<file path="src/rtl/dma_chan_pkg.sv">
package dma_chan_pkg;

   localparam int CTRL_W   = 24;
   localparam int EN_BIT   = 23;
   localparam int IE_BIT   = 22;
   localparam int MODE_LSB = 19;
   localparam int MODE_W   = 3;
   localparam int SRC_LSB  = 11;
   localparam int SRC_W    = 5;

   localparam logic [1:0] SEL_CTRL = 2'd0;
   localparam logic [1:0] SEL_BLK  = 2'd1;
   localparam logic [1:0] SEL_LINE = 2'd2;

   localparam logic [MODE_W-1:0] MODE_SW_BLOCK = 3'b011;

   typedef enum logic [1:0] {
      UNIT_NONE  = 2'd0,
      UNIT_WORD  = 2'd1,
      UNIT_LINE  = 2'd2,
      UNIT_BLOCK = 2'd3
   } unit_e;

   typedef struct packed {
      unit_e unit;
      logic  sw_start;
      logic  auto_clr;
   } mode_info_t;

   typedef enum logic {
      S_IDLE = 1'b0,
      S_RUN  = 1'b1
   } seq_state_e;

   function automatic mode_info_t decode_mode(input logic [MODE_W-1:0] m);
      mode_info_t r;
      r.unit     = UNIT_NONE;
      r.sw_start = 1'b0;
      r.auto_clr = 1'b0;
      case (m)
         3'b000: begin r.unit = UNIT_BLOCK; r.auto_clr = 1'b1; end
         3'b001: begin r.unit = UNIT_WORD;  r.auto_clr = 1'b1; end
         3'b010: begin r.unit = UNIT_LINE;  r.auto_clr = 1'b1; end
         3'b011: begin r.unit = UNIT_BLOCK; r.auto_clr = 1'b1; r.sw_start = 1'b1; end
         3'b100: r.unit = UNIT_BLOCK;
         3'b101: r.unit = UNIT_WORD;
         3'b110: r.unit = UNIT_LINE;
         default: r.unit = UNIT_NONE;
      endcase
      return r;
   endfunction

endpackage

</file>
<file path="src/rtl/dma_cfg_regs.sv">
module dma_cfg_regs
   import dma_chan_pkg::*;
#(
   parameter int CNT_W = 16
) (
   input  logic              clk,
   input  logic              rst_n,
   input  logic              we,
   input  logic [1:0]        sel,
   input  logic [CTRL_W-1:0] wdata,
   input  logic              hw_clr_en,
   output logic [CTRL_W-1:0] ctrl,
   output logic [CNT_W-1:0]  blk_len,
   output logic [CNT_W-1:0]  line_len,
   output logic              sw_start,
   output logic [CTRL_W-1:0] rdata
);

   logic [CTRL_W-1:0] ctrl_q;
   logic [CNT_W-1:0]  blk_q;
   logic [CNT_W-1:0]  line_q;
   logic [CTRL_W-1:0] blk_rd;
   logic [CTRL_W-1:0] line_rd;
   logic              wr_ctrl;
   mode_info_t        wr_info;

   assign wr_ctrl = we && (sel == SEL_CTRL);
   assign wr_info = decode_mode(wdata[MODE_LSB +: MODE_W]);
   // start strobe: enable goes from clear to set in the software-triggered mode
   assign sw_start = wr_ctrl && wdata[EN_BIT] && !ctrl_q[EN_BIT] && wr_info.sw_start;

   always_ff @(posedge clk or negedge rst_n) begin
      if (!rst_n) begin
         ctrl_q <= '0;
         blk_q  <= '0;
         line_q <= '0;
      end else begin
         if (wr_ctrl) begin
            ctrl_q <= wdata;
         end else if (hw_clr_en) begin
            ctrl_q[EN_BIT] <= 1'b0;
         end
         if (we && (sel == SEL_BLK))  blk_q  <= wdata[CNT_W-1:0];
         if (we && (sel == SEL_LINE)) line_q <= wdata[CNT_W-1:0];
      end
   end

   generate
      if (CNT_W == CTRL_W) begin : g_full_width
         assign blk_rd  = blk_q;
         assign line_rd = line_q;
      end else begin : g_pad_width
         assign blk_rd  = {{(CTRL_W-CNT_W){1'b0}}, blk_q};
         assign line_rd = {{(CTRL_W-CNT_W){1'b0}}, line_q};
      end
   endgenerate

   always_comb begin
      case (sel)
         SEL_CTRL: rdata = ctrl_q;
         SEL_BLK:  rdata = blk_rd;
         SEL_LINE: rdata = line_rd;
         default:  rdata = '0;
      endcase
   end

   assign ctrl     = ctrl_q;
   assign blk_len  = blk_q;
   assign line_len = line_q;

   AST_HW_CLEAR: assert property (@(posedge clk) disable iff (!rst_n)
      (hw_clr_en && !wr_ctrl) |=> !ctrl_q[EN_BIT]) else $error("enable not cleared");
   AST_WRITE_TAKES: assert property (@(posedge clk) disable iff (!rst_n)
      wr_ctrl |=> (ctrl_q == $past(wdata))) else $error("control write lost");

endmodule

</file>
<file path="src/rtl/dma_req_pend.sv">
module dma_req_pend
   import dma_chan_pkg::*;
#(
   parameter int REQ_NUM     = 32,
   parameter int SYNC_STAGES = 0
) (
   input  logic               clk,
   input  logic               rst_n,
   input  logic [REQ_NUM-1:0] req_in,
   input  logic [SRC_W-1:0]   src,
   input  logic               en,
   input  logic               consume,
   output logic               pend
);

   logic [REQ_NUM-1:0] req_s;
   logic               req_sel;
   logic               pend_q;

   generate
      if (SYNC_STAGES == 0) begin : g_direct
         assign req_s = req_in;
      end else begin : g_sync
         logic [SYNC_STAGES-1:0][REQ_NUM-1:0] sync_q;
         always_ff @(posedge clk or negedge rst_n) begin
            if (!rst_n) begin
               sync_q <= '0;
            end else begin
               sync_q[0] <= req_in;
               for (int s = 1; s < SYNC_STAGES; s++) begin
                  sync_q[s] <= sync_q[s-1];
               end
            end
         end
         assign req_s = sync_q[SYNC_STAGES-1];
      end
   endgenerate

   always_comb begin
      req_sel = 1'b0;
      for (int i = 0; i < REQ_NUM; i++) begin
         if (src == SRC_W'(i)) req_sel = req_s[i];
      end
   end

   always_ff @(posedge clk or negedge rst_n) begin
      if (!rst_n) begin
         pend_q <= 1'b0;
      end else if (!en) begin
         pend_q <= 1'b0;
      end else begin
         pend_q <= (pend_q && !consume) || req_sel;
      end
   end

   assign pend = pend_q;

   AST_DROP_WHEN_OFF: assert property (@(posedge clk) disable iff (!rst_n)
      !en |=> !pend_q) else $error("request kept while disabled");
   AST_HOLD_PENDING: assert property (@(posedge clk) disable iff (!rst_n)
      (en && pend_q && !consume) |=> pend_q) else $error("pending request lost");

endmodule

</file>
<file path="src/rtl/dma_seq.sv">
module dma_seq
   import dma_chan_pkg::*;
#(
   parameter int CNT_W = 16
) (
   input  logic              clk,
   input  logic              rst_n,
   input  logic              en,
   input  logic              ie,
   input  logic [MODE_W-1:0] mode,
   input  logic [CNT_W-1:0]  blk_len,
   input  logic [CNT_W-1:0]  line_len,
   input  logic              sw_start,
   input  logic              pend,
   input  logic              xfer_done,
   output logic              busy,
   output logic              xfer_valid,
   output logic              xfer_last,
   output logic              irq,
   output logic              hw_clr_en,
   output logic              consume
);

   seq_state_e       state_q;
   logic [CNT_W-1:0] rem_q;
   mode_info_t       run_q;
   logic             irq_q;

   mode_info_t       mi;
   mode_info_t       go_info;
   logic             idle;
   logic             sw_go;
   logic             req_go;
   logic             word_done;
   logic             unit_end;
   logic [CNT_W-1:0] load_len;

   assign mi        = decode_mode(mode);
   assign idle      = (state_q == S_IDLE);
   assign sw_go     = idle && sw_start;
   assign req_go    = idle && !sw_start && en && pend &&
                      (mi.unit != UNIT_NONE) && !mi.sw_start;
   assign consume   = req_go;
   assign word_done = (state_q == S_RUN) && xfer_done;
   assign unit_end  = word_done && (rem_q == '0);
   assign hw_clr_en = unit_end && run_q.auto_clr;
   assign go_info   = sw_go ? decode_mode(MODE_SW_BLOCK) : mi;

   always_comb begin
      if (sw_go) begin
         load_len = blk_len;
      end else begin
         case (mi.unit)
            UNIT_WORD: load_len = '0;
            UNIT_LINE: load_len = line_len;
            default:   load_len = blk_len;
         endcase
      end
   end

   always_ff @(posedge clk or negedge rst_n) begin
      if (!rst_n) begin
         state_q <= S_IDLE;
         rem_q   <= '0;
         run_q   <= '0;
         irq_q   <= 1'b0;
      end else begin
         irq_q <= unit_end && ie && (run_q.unit == UNIT_BLOCK);
         case (state_q)
            S_IDLE: begin
               if (sw_go || req_go) begin
                  state_q <= S_RUN;
                  rem_q   <= load_len;
                  run_q   <= go_info;
               end
            end
            default: begin
               if (word_done) begin
                  if ((rem_q == '0) || !en) begin
                     state_q <= S_IDLE;
                  end else begin
                     rem_q <= rem_q - 1'b1;
                  end
               end
            end
         endcase
      end
   end

   assign busy       = (state_q == S_RUN);
   assign xfer_valid = (state_q == S_RUN);
   assign xfer_last  = (state_q == S_RUN) && (rem_q == '0);
   assign irq        = irq_q;

   AST_IRQ_PULSE: assert property (@(posedge clk) disable iff (!rst_n)
      irq_q |=> !irq_q) else $error("interrupt longer than one cycle");
   AST_STOP_AFTER_WORD: assert property (@(posedge clk) disable iff (!rst_n)
      (word_done && !en) |=> (state_q == S_IDLE)) else $error("kept running after clear");
   AST_RESERVED_IDLE: assert property (@(posedge clk) disable iff (!rst_n)
      (idle && (mode == 3'b111) && !sw_start) |=> (state_q == S_IDLE)) else $error("reserved mode ran");
   AST_ARM_ONLY: assert property (@(posedge clk) disable iff (!rst_n)
      (idle && !pend && !sw_start) |=> (state_q == S_IDLE)) else $error("start without trigger");
   AST_LAST_HOLDS: assert property (@(posedge clk) disable iff (!rst_n)
      (xfer_last && !xfer_done) |=> xfer_last) else $error("last marker dropped");

endmodule

</file>
<file path="src/rtl/dma_chan_ctrl.sv">
module dma_chan_ctrl
   import dma_chan_pkg::*;
#(
   parameter int CNT_W       = 16,
   parameter int REQ_NUM     = 32,
   parameter int SYNC_STAGES = 0
) (
   input  logic               clk,
   input  logic               rst_n,
   input  logic               cfg_we,
   input  logic [1:0]         cfg_sel,
   input  logic [23:0]        cfg_wdata,
   output logic [23:0]        cfg_rdata,
   input  logic [REQ_NUM-1:0] req_in,
   output logic               xfer_valid,
   output logic               xfer_last,
   input  logic               xfer_done,
   output logic               busy,
   output logic               done_irq
);

   generate
      if (CNT_W < 1 || CNT_W > CTRL_W) begin : g_bad_cnt
         $error("CNT_W must lie between 1 and the control width");
      end
      if (REQ_NUM < 1 || REQ_NUM > (1 << SRC_W)) begin : g_bad_req
         $error("REQ_NUM must be reachable by the source field");
      end
      if (SYNC_STAGES < 0 || SYNC_STAGES > 4) begin : g_bad_sync
         $error("SYNC_STAGES must lie between 0 and 4");
      end
   endgenerate

   logic [CTRL_W-1:0] ctrl;
   logic [CNT_W-1:0]  blk_len;
   logic [CNT_W-1:0]  line_len;
   logic              sw_start;
   logic              hw_clr_en;
   logic              pend;
   logic              consume;

   dma_cfg_regs #(.CNT_W(CNT_W)) u_regs (
      .clk       (clk),
      .rst_n     (rst_n),
      .we        (cfg_we),
      .sel       (cfg_sel),
      .wdata     (cfg_wdata),
      .hw_clr_en (hw_clr_en),
      .ctrl      (ctrl),
      .blk_len   (blk_len),
      .line_len  (line_len),
      .sw_start  (sw_start),
      .rdata     (cfg_rdata)
   );

   dma_req_pend #(.REQ_NUM(REQ_NUM), .SYNC_STAGES(SYNC_STAGES)) u_req (
      .clk     (clk),
      .rst_n   (rst_n),
      .req_in  (req_in),
      .src     (ctrl[SRC_LSB +: SRC_W]),
      .en      (ctrl[EN_BIT]),
      .consume (consume),
      .pend    (pend)
   );

   dma_seq #(.CNT_W(CNT_W)) u_seq (
      .clk        (clk),
      .rst_n      (rst_n),
      .en         (ctrl[EN_BIT]),
      .ie         (ctrl[IE_BIT]),
      .mode       (ctrl[MODE_LSB +: MODE_W]),
      .blk_len    (blk_len),
      .line_len   (line_len),
      .sw_start   (sw_start),
      .pend       (pend),
      .xfer_done  (xfer_done),
      .busy       (busy),
      .xfer_valid (xfer_valid),
      .xfer_last  (xfer_last),
      .irq        (done_irq),
      .hw_clr_en  (hw_clr_en),
      .consume    (consume)
   );

   AST_VALID_BUSY: assert property (@(posedge clk) disable iff (!rst_n)
      xfer_valid == busy) else $error("valid and busy disagree");
   AST_IRQ_NEEDS_IE: assert property (@(posedge clk) disable iff (!rst_n)
      done_irq |-> $past(ctrl[IE_BIT])) else $error("interrupt without enable");

endmodule

</file>
<file path="config.mk">
export PLATFORM = sky130hd
export DESIGN_NAME = dma_chan_ctrl
export DESIGN_NICKNAME = d
export VERILOG_FILES = /design/src/rtl/dma_chan_pkg.sv /design/src/rtl/dma_cfg_regs.sv /design/src/rtl/dma_req_pend.sv /design/src/rtl/dma_seq.sv /design/src/rtl/dma_chan_ctrl.sv
export SDC_FILE = /design/constraint.sdc
export NUM_CORES = 1
export LEC_CHECK = 0
export BUFFER_PORTS_ARGS = -buffer_cell sky130_fd_sc_hd__buf_2
export CAP_MARGIN = 20
export CORE_MARGIN = 3
export CORE_UTILIZATION = 56
export CTS_CLUSTER_DIAMETER = 200
export DETAILED_ROUTE_END_ITERATION = 7
export PLACE_DENSITY_LB_ADDON = 0.08
export SYNTH_ARGS = -nofsm -noshare
export SYNTH_HDL_FRONTEND = slang
export SYNTH_SLANG_ARGS = --single-unit
</file>
<file path="constraint.sdc">
create_clock -name clk -period 2.7 [get_ports clk]
set_input_delay 0.135 -clock clk [delete_from_list [all_inputs] [get_ports clk]]
set_output_delay 0.135 -clock clk [all_outputs]
set_load 0.1 [all_outputs]
</file>
== Word-level counts from Yosys, hierarchy flattened ==
Index checks and enable logic that the tools add are counted.
Widths: inputs -> output; s select.
Word-level totals
  flip-flop bits (word level): 78
Operators by class
  $add $sub $neg: 1
  equality and inequality tests: 45
  muxes and demuxes: 51
  bitwise logic cells: 1
  reductions and logical operators: 39
Operators with widths (count)
  $eq 5x5->1 const B: 16
  $mux 16: 5
  $pmux 24 s3: 1
  $mux 1: 42
  $eq 5x4->1 const B: 8
  $pmux 16 s2: 1
  $eq 5x3->1 const B: 4
  $logic_and 1x1->1: 19
  $logic_not 16->1: 1
  $sub 16x1->16 const B: 1
  $eq 5x2->1 const B: 2
  $eq 3x2->1 const B: 3
  $eq 3x3->1 const B: 3
  $eq 2x2->1 const B: 3
  $pmux 2 s3: 1
  $reduce_bool 2->1: 3
  $eq 5x1->1 const B: 1
  $logic_not 5->1: 1
  $eq 2x1->1 const B: 2
  $logic_not 1->1: 4
  $mux 4: 1
  $ne 2x2->1 const B: 2
  $reduce_or 2->1: 2
  $reduce_or 4->1: 1
  other kinds (8): 10

== Depth between registers and ports, before layout ==
Gate-level depths: netlist (run 1).
  depth in word-level cells: 35
  gate-level depth with buffers: 11

== Hierarchy ==
A second synthesis (run 1) with hierarchy kept.
Unflattened totals
  cell total of the unflattened synthesis: 424
  area total of the unflattened synthesis: 4684.5 µm²
Modules (own cells, without submodules)
  dma_cfg_regs: instances 1, cells each 170, area an instance 2548.7 µm², sequential area each 1401.3 µm²
  dma_seq: instances 1, cells each 179, area an instance 1575.3 µm², sequential area each 525.5 µm²
  dma_req_pend: instances 1, cells each 75, area an instance 560.5 µm², sequential area each 25.0 µm²

== Least setup slack after synthesis (run 1) ==
No wires, ideal clock.
  path kind: register to output
  from: reg u_regs.ctrl_q[12] (netlist: u_regs.ctrl[12])
  to: out cfg_rdata[12]
  arrival: 3082 ps
  required time: 2565 ps
  path slack: -517 ps
  stages on the path, launching flop included: 6
  buffers on the path: 3
  path through: dfrtp_1 buf_2 buf_2 buf_2 mux2i_1 o21ai_0
Between the ends
  longest elaborated chain between the ends: 1
RTL lines
  from (decl): line dma_cfg_regs.sv:19  | logic [CTRL_W-1:0] ctrl_q;
  from (signal assigned): line dma_cfg_regs.sv:39  | ctrl_q <= wdata;
  $pmux 24 s3: line dma_cfg_regs.sv:59  | case (sel)
  to (decl): line dma_chan_ctrl.sv:13  | output logic [23:0] cfg_rdata,
Every way passes these cells.

== Worst setup path after layout (run 1) ==
  from: reg u_regs.ctrl_q[21] (netlist: u_regs.ctrl[21])
  to: reg u_seq.rem_q[7]
Between the ends
  longest elaborated chain between the ends: 9
RTL lines
  branches (longest 9 deep; another with $pmux 16 s2)
  to (signal assigned): line dma_seq.sv:73  | rem_q <= load_len;
  to (signal assigned): line dma_seq.sv:82  | rem_q <= rem_q - 1'b1;
  to (decl): line dma_seq.sv:25  | logic [CNT_W-1:0] rem_q;
Parallel ways; which one is timed is not known. The select of a mux whose other input is x is not followed.
A chain may end at the register's enable or synchronous reset.

==> results.toml, run 1 <==
[run_status]
outcome = "finished, final reports clean"

[yosys]
mappedNetlistNets = 539
synth_seq_area_share_pct = 42.8
synthesis.instances = 474
yosys_most_used_dff = "dfrtp_1"
seq_cells_post_synth = 78
synth_edf_count = 0
postSynth.asyncResetShare_pct = 100
yosysMostFrequentCell = "dfrtp_1"
syn-cell-area_sq_um = 4560
yosys.cell_types.count = 65
ys_warn_count = 0
synth_top_cell_by_area = "dfrtp_1"
post_synth_most_frequent_cells = "dfrtp_1, nand2_1, mux2_2"
postSynthAreaPerCell_sq_um = 9.62
synth_top_area_share_pct = 42.8
synthTopCellsByArea = "dfrtp_1, mux2_2, o21ai_0"

[die]
design.core.area_sq_um = 7810
initial_utilization_pct = 58.4
die_w_um = 96.3
row_count = 32
die-height_um = 96.3
ioPinCount = 90
fp.dieArea_sq_um = 9270

[worst_setup_path]
rrSetupSlack_ns = 0.19
worstPathRequired_ns = 2.94
worst_setup_path_start_kind = "flop"
endpoint_arrival_time_on_the_critical_path_ns = 2.75
reg_to_reg_endpoint = "u_seq.rem_q[7]"
worst_r2r_path_depth = 9
cp_max_fo = 28
rr_startpoint = "u_regs.ctrl[21]"
end_kind = "flop"
setup.worst_path.class = "reg -> reg"

[hold_path]
holdPathEnd = "u_regs.ctrl[22]"
hold_class = "in -> reg"
worstHoldStart = "cfg_wdata[22]"
timing.hold.worst_path_depth = 2

[place]
dpl.hpwl_um = 7930
placed_cells_incl_taps = 645
placement.io_buffers = 89
placedInstanceArea_sq_um = 5090
post_place_worst_slack_ns = 0.187
routabilityCongestion = 0.862

[global_routing]
first_global_vias = 3752
globalRouteOverflowTotal = 0
grt_antenna_before_repair = 0
grt_max_degree = 79
global_route_wire_length_before_repair_um = 18400
grt_util_all_layers_pct = 25.8

[detailed_routing]
detailroute.wirelength.met3_um = 434
routed_wirelength_um = 11200
dr.pass1.iters = 7
drt-met1-wl_um = 5330
dr_total_vias = 3905
wl_per_cell_um = 16.9
detail_route.vias_per_cell = 5.88
drc = 0
antenna_left = 0
met2_wirelength_um = 5290
number_of_violations_reported_at_the_end_of_detailed_routing_iteration_0 = 187
highest-signal-layer = "met4"

[timing]
period_needed_ns = 2.51
layout_setup_ws_ns = 0.193
fin_tns_setup_ns = 0
relSlewSlack_pct = 33.0
drv_slew = 0
setup_viol = 0
grt_setup_unrepaired = "false"
period_share_pct = 92.9
clock_skew_ns = 0.0106
hold_viol = 0
max_freq_mhz = 399
transition_time_at_the_pin_with_the_least_slew_margin_ns = 1.00

[power_and_ir_drop]
intPower_mw = 2.46
share_comb_of_total_power_pct = 42.7
static-leakage-power_nw = 2.39
power.switching_mw = 2.04
clock_power_share_pct = 18.3
seq_power_share_pct = 39.0
powerDensity_nw_per_um2 = 848
switching_share_pct = 45.3
max-vdd-ir-drop_mv = 0.467

[clock_tree]
numCtsBuffers = 9
post_cts.repair.setup_buffers = 0
num_clock_sinks = 78
path_clk_slew_ns = 0.09
worstSkewPairLatency_ns = 0.36
h-tree-depth = 3
cts_tree = "yes"
max_clock_buf_depth = 2
ctsRootBufferMaster = "clkbuf_8"

[final_layout]
fin_area_sq_um = 5300
final_core_utilization_pct = 67.9
insertedDiodeCount = 0
synthToLayoutAreaGrowth_pct = 16.3
layout-drive-gt1-share_pct = 33.5
net_total_in_the_final_layout = 622
instances_no_fill = 664

[run]
maxCapViolations = 0
worst max-delay path, cell delays in order (launching register included):
cell	delay, ns
dfrtp_1	0.39
inv_1	0.13
a21boi_0	0.19
ha_1	0.23
a311o_1	0.34
o21ai_4	0.29
a41o_1	0.13
buf_4	0.29
o21ai_0	0.15
a22o_1	0.25
final cells by class:
class,count,area [sq um]
sequential,78,1950
fill,641,2500
clock buffer,9,124
timing repair buffer,106,596
tap,102,128
inverter,10,37.5
multi-input combinational,352,2410
clock inverter,7,55.1
cell usage in the layout (no fill, tap or decap), types with 7 or more instances in the layout:
| cell type | count |
|---|---|
| o22ai_1 | 11 |
| inv_1 | 10 |
| and2_1 | 8 |
| buf_4 | 14 |
| nand3_1 | 11 |
| a21oi_1 | 23 |
| buf_2 | 88 |
| o21ai_0 | 36 |
| o21ai_1 | 21 |
| a31oi_1 | 8 |
| clkbuf_8 | 9 |
| nor3_1 | 7 |
| mux2i_1 | 21 |
| mux2_2 | 54 |
| nand2_1 | 63 |
| dfrtp_1 | 78 |
| nor2_1 | 22 |
registers in the layout, indices dropped and copies added, names as in the netlist:
register / flops
u_regs.ctrl: 24
u_regs.blk_len: 16
u_regs.line_len: 16
u_seq.irq: 1
u_seq.rem_q: 16
u_seq.run_q: 3
u_seq.busy: 1
u_req.pend: 1
stage by stage:
step / hold slack [ns] / power [mW]
after floorplan: -0.161 / 3.25
after global routing: 0.00459 / 4.80
after CTS: 0.00298 / 4.51
after global placement: 0.356 / 3.62
after detailed placement: 0.362 / 3.69
final: 0.0150 / 4.50
power by group through the flow:
stage | sequential [mW] | clock, mW | combinational, mW
6_report | 1.75 | 0.824 | 1.92
5_1_grt | 1.80 | 0.908 | 2.09
4_1_cts | 1.75 | 0.844 | 1.92
3_5_place_dp | 1.77 | 0 | 1.91
3_3_place_gp | 1.75 | 0 | 1.87
2_1_floorplan | 1.72 | 0 | 1.53
cell families after synthesis:
logic type | count (synthesis) | share of synthesized area, %
simple gates | 146 | 16.4
mux | 76 | 18.4
buf+inv | 44 | 4.53
flops | 78 | 42.8
fa+ha+maj | 3 | 0.823
compound gates | 127 | 17.0
what timing repair did:
| action | 4_1_cts | 5_1_grt |
|---|---|---|
| setup endpoints to repair | 0 | 1 |
| gates resized for setup | 0 | 1 |
| hold buffers | 3 | 0 |
| hold endpoints to repair | 80 | 0 |
routing by layer:
metal  up-vias  global-route usage, %
met2        95                   40.3
li1       1879                      -
met1      1920                   36.2
met3        11                   5.71
met4         0                   6.87
met5         -                      0
worst max path at each step:
stage	slack (ns)	depth (start not counted)	from	endpoint
floorplan	-0.13	3	cfg_sel[1]	cfg_rdata[20]
global placement	0.23	8	cfg_sel[1]	u_seq.rem_q[15]
detailed placement	0.19	8	u_regs.ctrl[21]	u_seq.rem_q[15]
CTS	0.16	8	u_regs.ctrl[21]	u_seq.rem_q[15]
global route	0.008	9	u_regs.ctrl[21]	u_seq.rem_q[8]
finish	0.19	9	u_regs.ctrl[21]	u_seq.rem_q[7]
No activity file was read; power rests on OpenSTA's default activity.
==> run 2, diff against run 1 <==
--- a/config.mk
+++ b/config.mk
@@ -7,11 +7,12 @@
 export LEC_CHECK = 0
 export BUFFER_PORTS_ARGS = -buffer_cell sky130_fd_sc_hd__buf_2
 export CAP_MARGIN = 20
-export CORE_MARGIN = 3
-export CORE_UTILIZATION = 56
+export CORE_MARGIN = 5
+export CORE_UTILIZATION = 37
 export CTS_CLUSTER_DIAMETER = 200
 export DETAILED_ROUTE_END_ITERATION = 7
 export PLACE_DENSITY_LB_ADDON = 0.08
 export SYNTH_ARGS = -nofsm -noshare
 export SYNTH_HDL_FRONTEND = slang
 export SYNTH_SLANG_ARGS = --single-unit
+export TNS_END_PERCENT = 20
==> run 2 against run 1 <==
  * Routed wire length increased by 12%
  * Clock power rose by 50%
  * Die area rose by 58%
  * First-iteration DRC count grew 56%
  * Total power is 9.6% higher
  * Hold slack improved by 0.00099 ns
  * Combinational power is essentially flat
  * Maximum frequency increased by 0.61%
  * Critical path type is now reg -> out
==> results.toml, run 2 (synthesis results as in run 1) <==
[clock_tree]
worstSkewPairLatency_ns = 0.34
h-tree-depth = 3
numCtsBuffers = 9
ctsResizeCount = 0
cts_tree = "yes"
path_clk_slew_ns = 0.06
max_clock_buf_depth = 2
num_clock_sinks = 78
ctsRootBufferMaster = "clkbuf_16"

[worst_setup_path]
worst_setup_path_start_kind = "flop"
endpoint_arrival_time_on_the_critical_path_ns = 2.36
rr_startpoint = "u_regs.ctrl[21]"
crit_chain = "inv_1 > ha_1 > nor3b_2 > nand4b_1 > nand3b_4 > nor2_1 > buf_2"
reg_to_reg_endpoint = "u_seq.rem_q[15]"
cpMaxStageDelayCell = "buf_2"
critPathMaxStageDelay_ns = 0.43
cp_max_fo = 5
worst_r2r_path_depth = 8
setup.worst_path.class = "reg -> out"
end_kind = "output pin"
rrSetupSlack_ns = 0.22
worstPathRequired_ns = 2.57

[power_and_ir_drop]
clock_power_share_pct = 25.1
power.switching_mw = 2.08
share_comb_of_total_power_pct = 39.1
seq_power_share_pct = 35.8
static-leakage-power_nw = 2.46
intPower_mw = 2.85
switching_share_pct = 42.1
powerDensity_nw_per_um2 = 890
fin_total_pwr_mw = 4.93
max-vdd-ir-drop_mv = 0.326

[global_routing]
first_global_vias = 3812
global_route_wire_length_before_repair_um = 20400
globalRouteOverflowTotal = 0
met1_usage_pct = 25.8
grt_antenna_before_repair = 0
grt_use_met2_pct = 26.2
grt_max_degree = 79
grt_util_all_layers_pct = 17.9
grt-busiest-layer = "met2"
gr-usage-met3_pct = 2.98

[timing]
relSlewSlack_pct = 51.2
max_freq_mhz = 401
period_needed_ns = 2.49
period_share_pct = 92.3
grt_setup_unrepaired = "false"
drv_slew = 0
setup_viol = 0
clock_skew_ns = 0.00446
transition_time_at_the_pin_with_the_least_slew_margin_ns = 0.733
hold_viol = 0

[hold_path]
worstHoldStart = "cfg_wdata[21]"
timing.hold.worst_path_depth = 3
holdPathEnd = "u_regs.ctrl[21]"
hold_class = "in -> reg"

[final_layout]
most_common_cell_after_layout_fill_and_taps_aside = "buf_2"
layout-drive-gt1-share_pct = 33.7
fillCellCount = 1170
instances_no_fill = 731
layout.cells.most_common_list = "buf_2, dfrtp_1, nand2_1"
final_core_utilization_pct = 45.9
largest_reg_flops = 24
synthToLayoutAreaGrowth_pct = 21.4
net_total_in_the_final_layout = 623
insertedDiodeCount = 0

[die]
die-height_um = 121
initial_utilization_pct = 37.8
fp.dieArea_sq_um = 14600
design.core.area_sq_um = 12100
row_count = 40
ioPinCount = 90
die_w_um = 121

[detailed_routing]
antenna_left = 0
detail_route.vias_per_cell = 5.28
wl_per_cell_um = 17.1
dr.pass1.iters = 4
drc = 0
dr_total_vias = 3860
number_of_violations_reported_at_the_end_of_detailed_routing_iteration_0 = 292
routed_wirelength_um = 12500

[place]
placement.io_buffers = 89
routabilityCongestion = 0.846
dpl.hpwl_um = 8760
placed_cells_incl_taps = 713

[run_status]
outcome = "finished, final reports clean"

[run]
maxCapViolations = 0
run 2: how the worst max path moves through the flow:
| stage | endpoint | slack [ns] | start |
|---|---|---|---|
| final | xfer_last | 0.21 | u_seq.rem_q[0] |
| after detailed placement | u_seq.rem_q[15] | 0.26 | u_regs.ctrl[21] |
| after floorplan | cfg_rdata[15] | -0.51 | cfg_sel[1] |
| after global routing | xfer_last | 0.02 | u_seq.rem_q[0] |
| after global placement | u_seq.rem_q[15] | 0.25 | u_seq.rem_q[0] |
| after CTS | xfer_last | 0.20 | u_seq.rem_q[0] |
run 2: per-stage QoR:
| step | worst slack, ns | cell area (sq um) | TNS [ns] | hold WS [ns] |
|---|---|---|---|---|
| finish | 0.208 | 5540 | 0 | 0.0159 |
| global route | 0.0204 | 5540 | 0 | 0.0130 |
| CTS | 0.197 | 5500 | 0 | 0.0104 |
| detailed placement | 0.265 | 5200 | 0 | 0.374 |
| global placement | 0.250 | 5200 | 0 | 0.368 |
| floorplan | -0.507 | 4560 | -4.92 | -0.161 |
run 2: routing by layer:
| metal | up-vias | wire length, um |
|---|---|---|
| li1 | 1883 | - |
| met1 | 1880 | 6150 |
| met2 | 80 | 5620 |
| met3 | 17 | 409 |
| met4 | 0 | 310 |
| met5 | - | 0 |
run 2: final cells by class:
type,count,area (sq um),share of cell area (%)
Timing Repair Buffer,107,631,11.4
Inverter,10,37.5,0.678
Clock inverter,6,61.3,1.11
Clock buffer,10,239,4.31
Tap cell,168,210,3.79
Sequential cell,78,1950,35.2
Multi-Input combinational cell,352,2410,43.5
run 2: worst max-delay path, delay by kind of cell, from the launching register on:
| kind | cells | cell delay [ns] |
|---|---|---|
| flops | 1 | 0.42 |
| simple gates | 4 | 0.88 |
| buf+inv | 2 | 0.50 |
| fa+ha+maj | 1 | 0.20 |
run 2: repair_timing:
item / 4_1_cts / 5_1_grt
buffers inserted: 0 / 0
hold buffers: 0 / 1
endpoints found under the hold margin: 0 / 78
run 2: power groups by stage:
stage	Combinational, mW	Sequential (mW)	Clock [mW]
floorplan	1.52	1.72	0
global placement	1.91	1.77	0
detailed placement	1.92	1.78	0
CTS	1.92	1.76	1.27
global route	2.11	1.81	1.33
finish	1.93	1.76	1.24
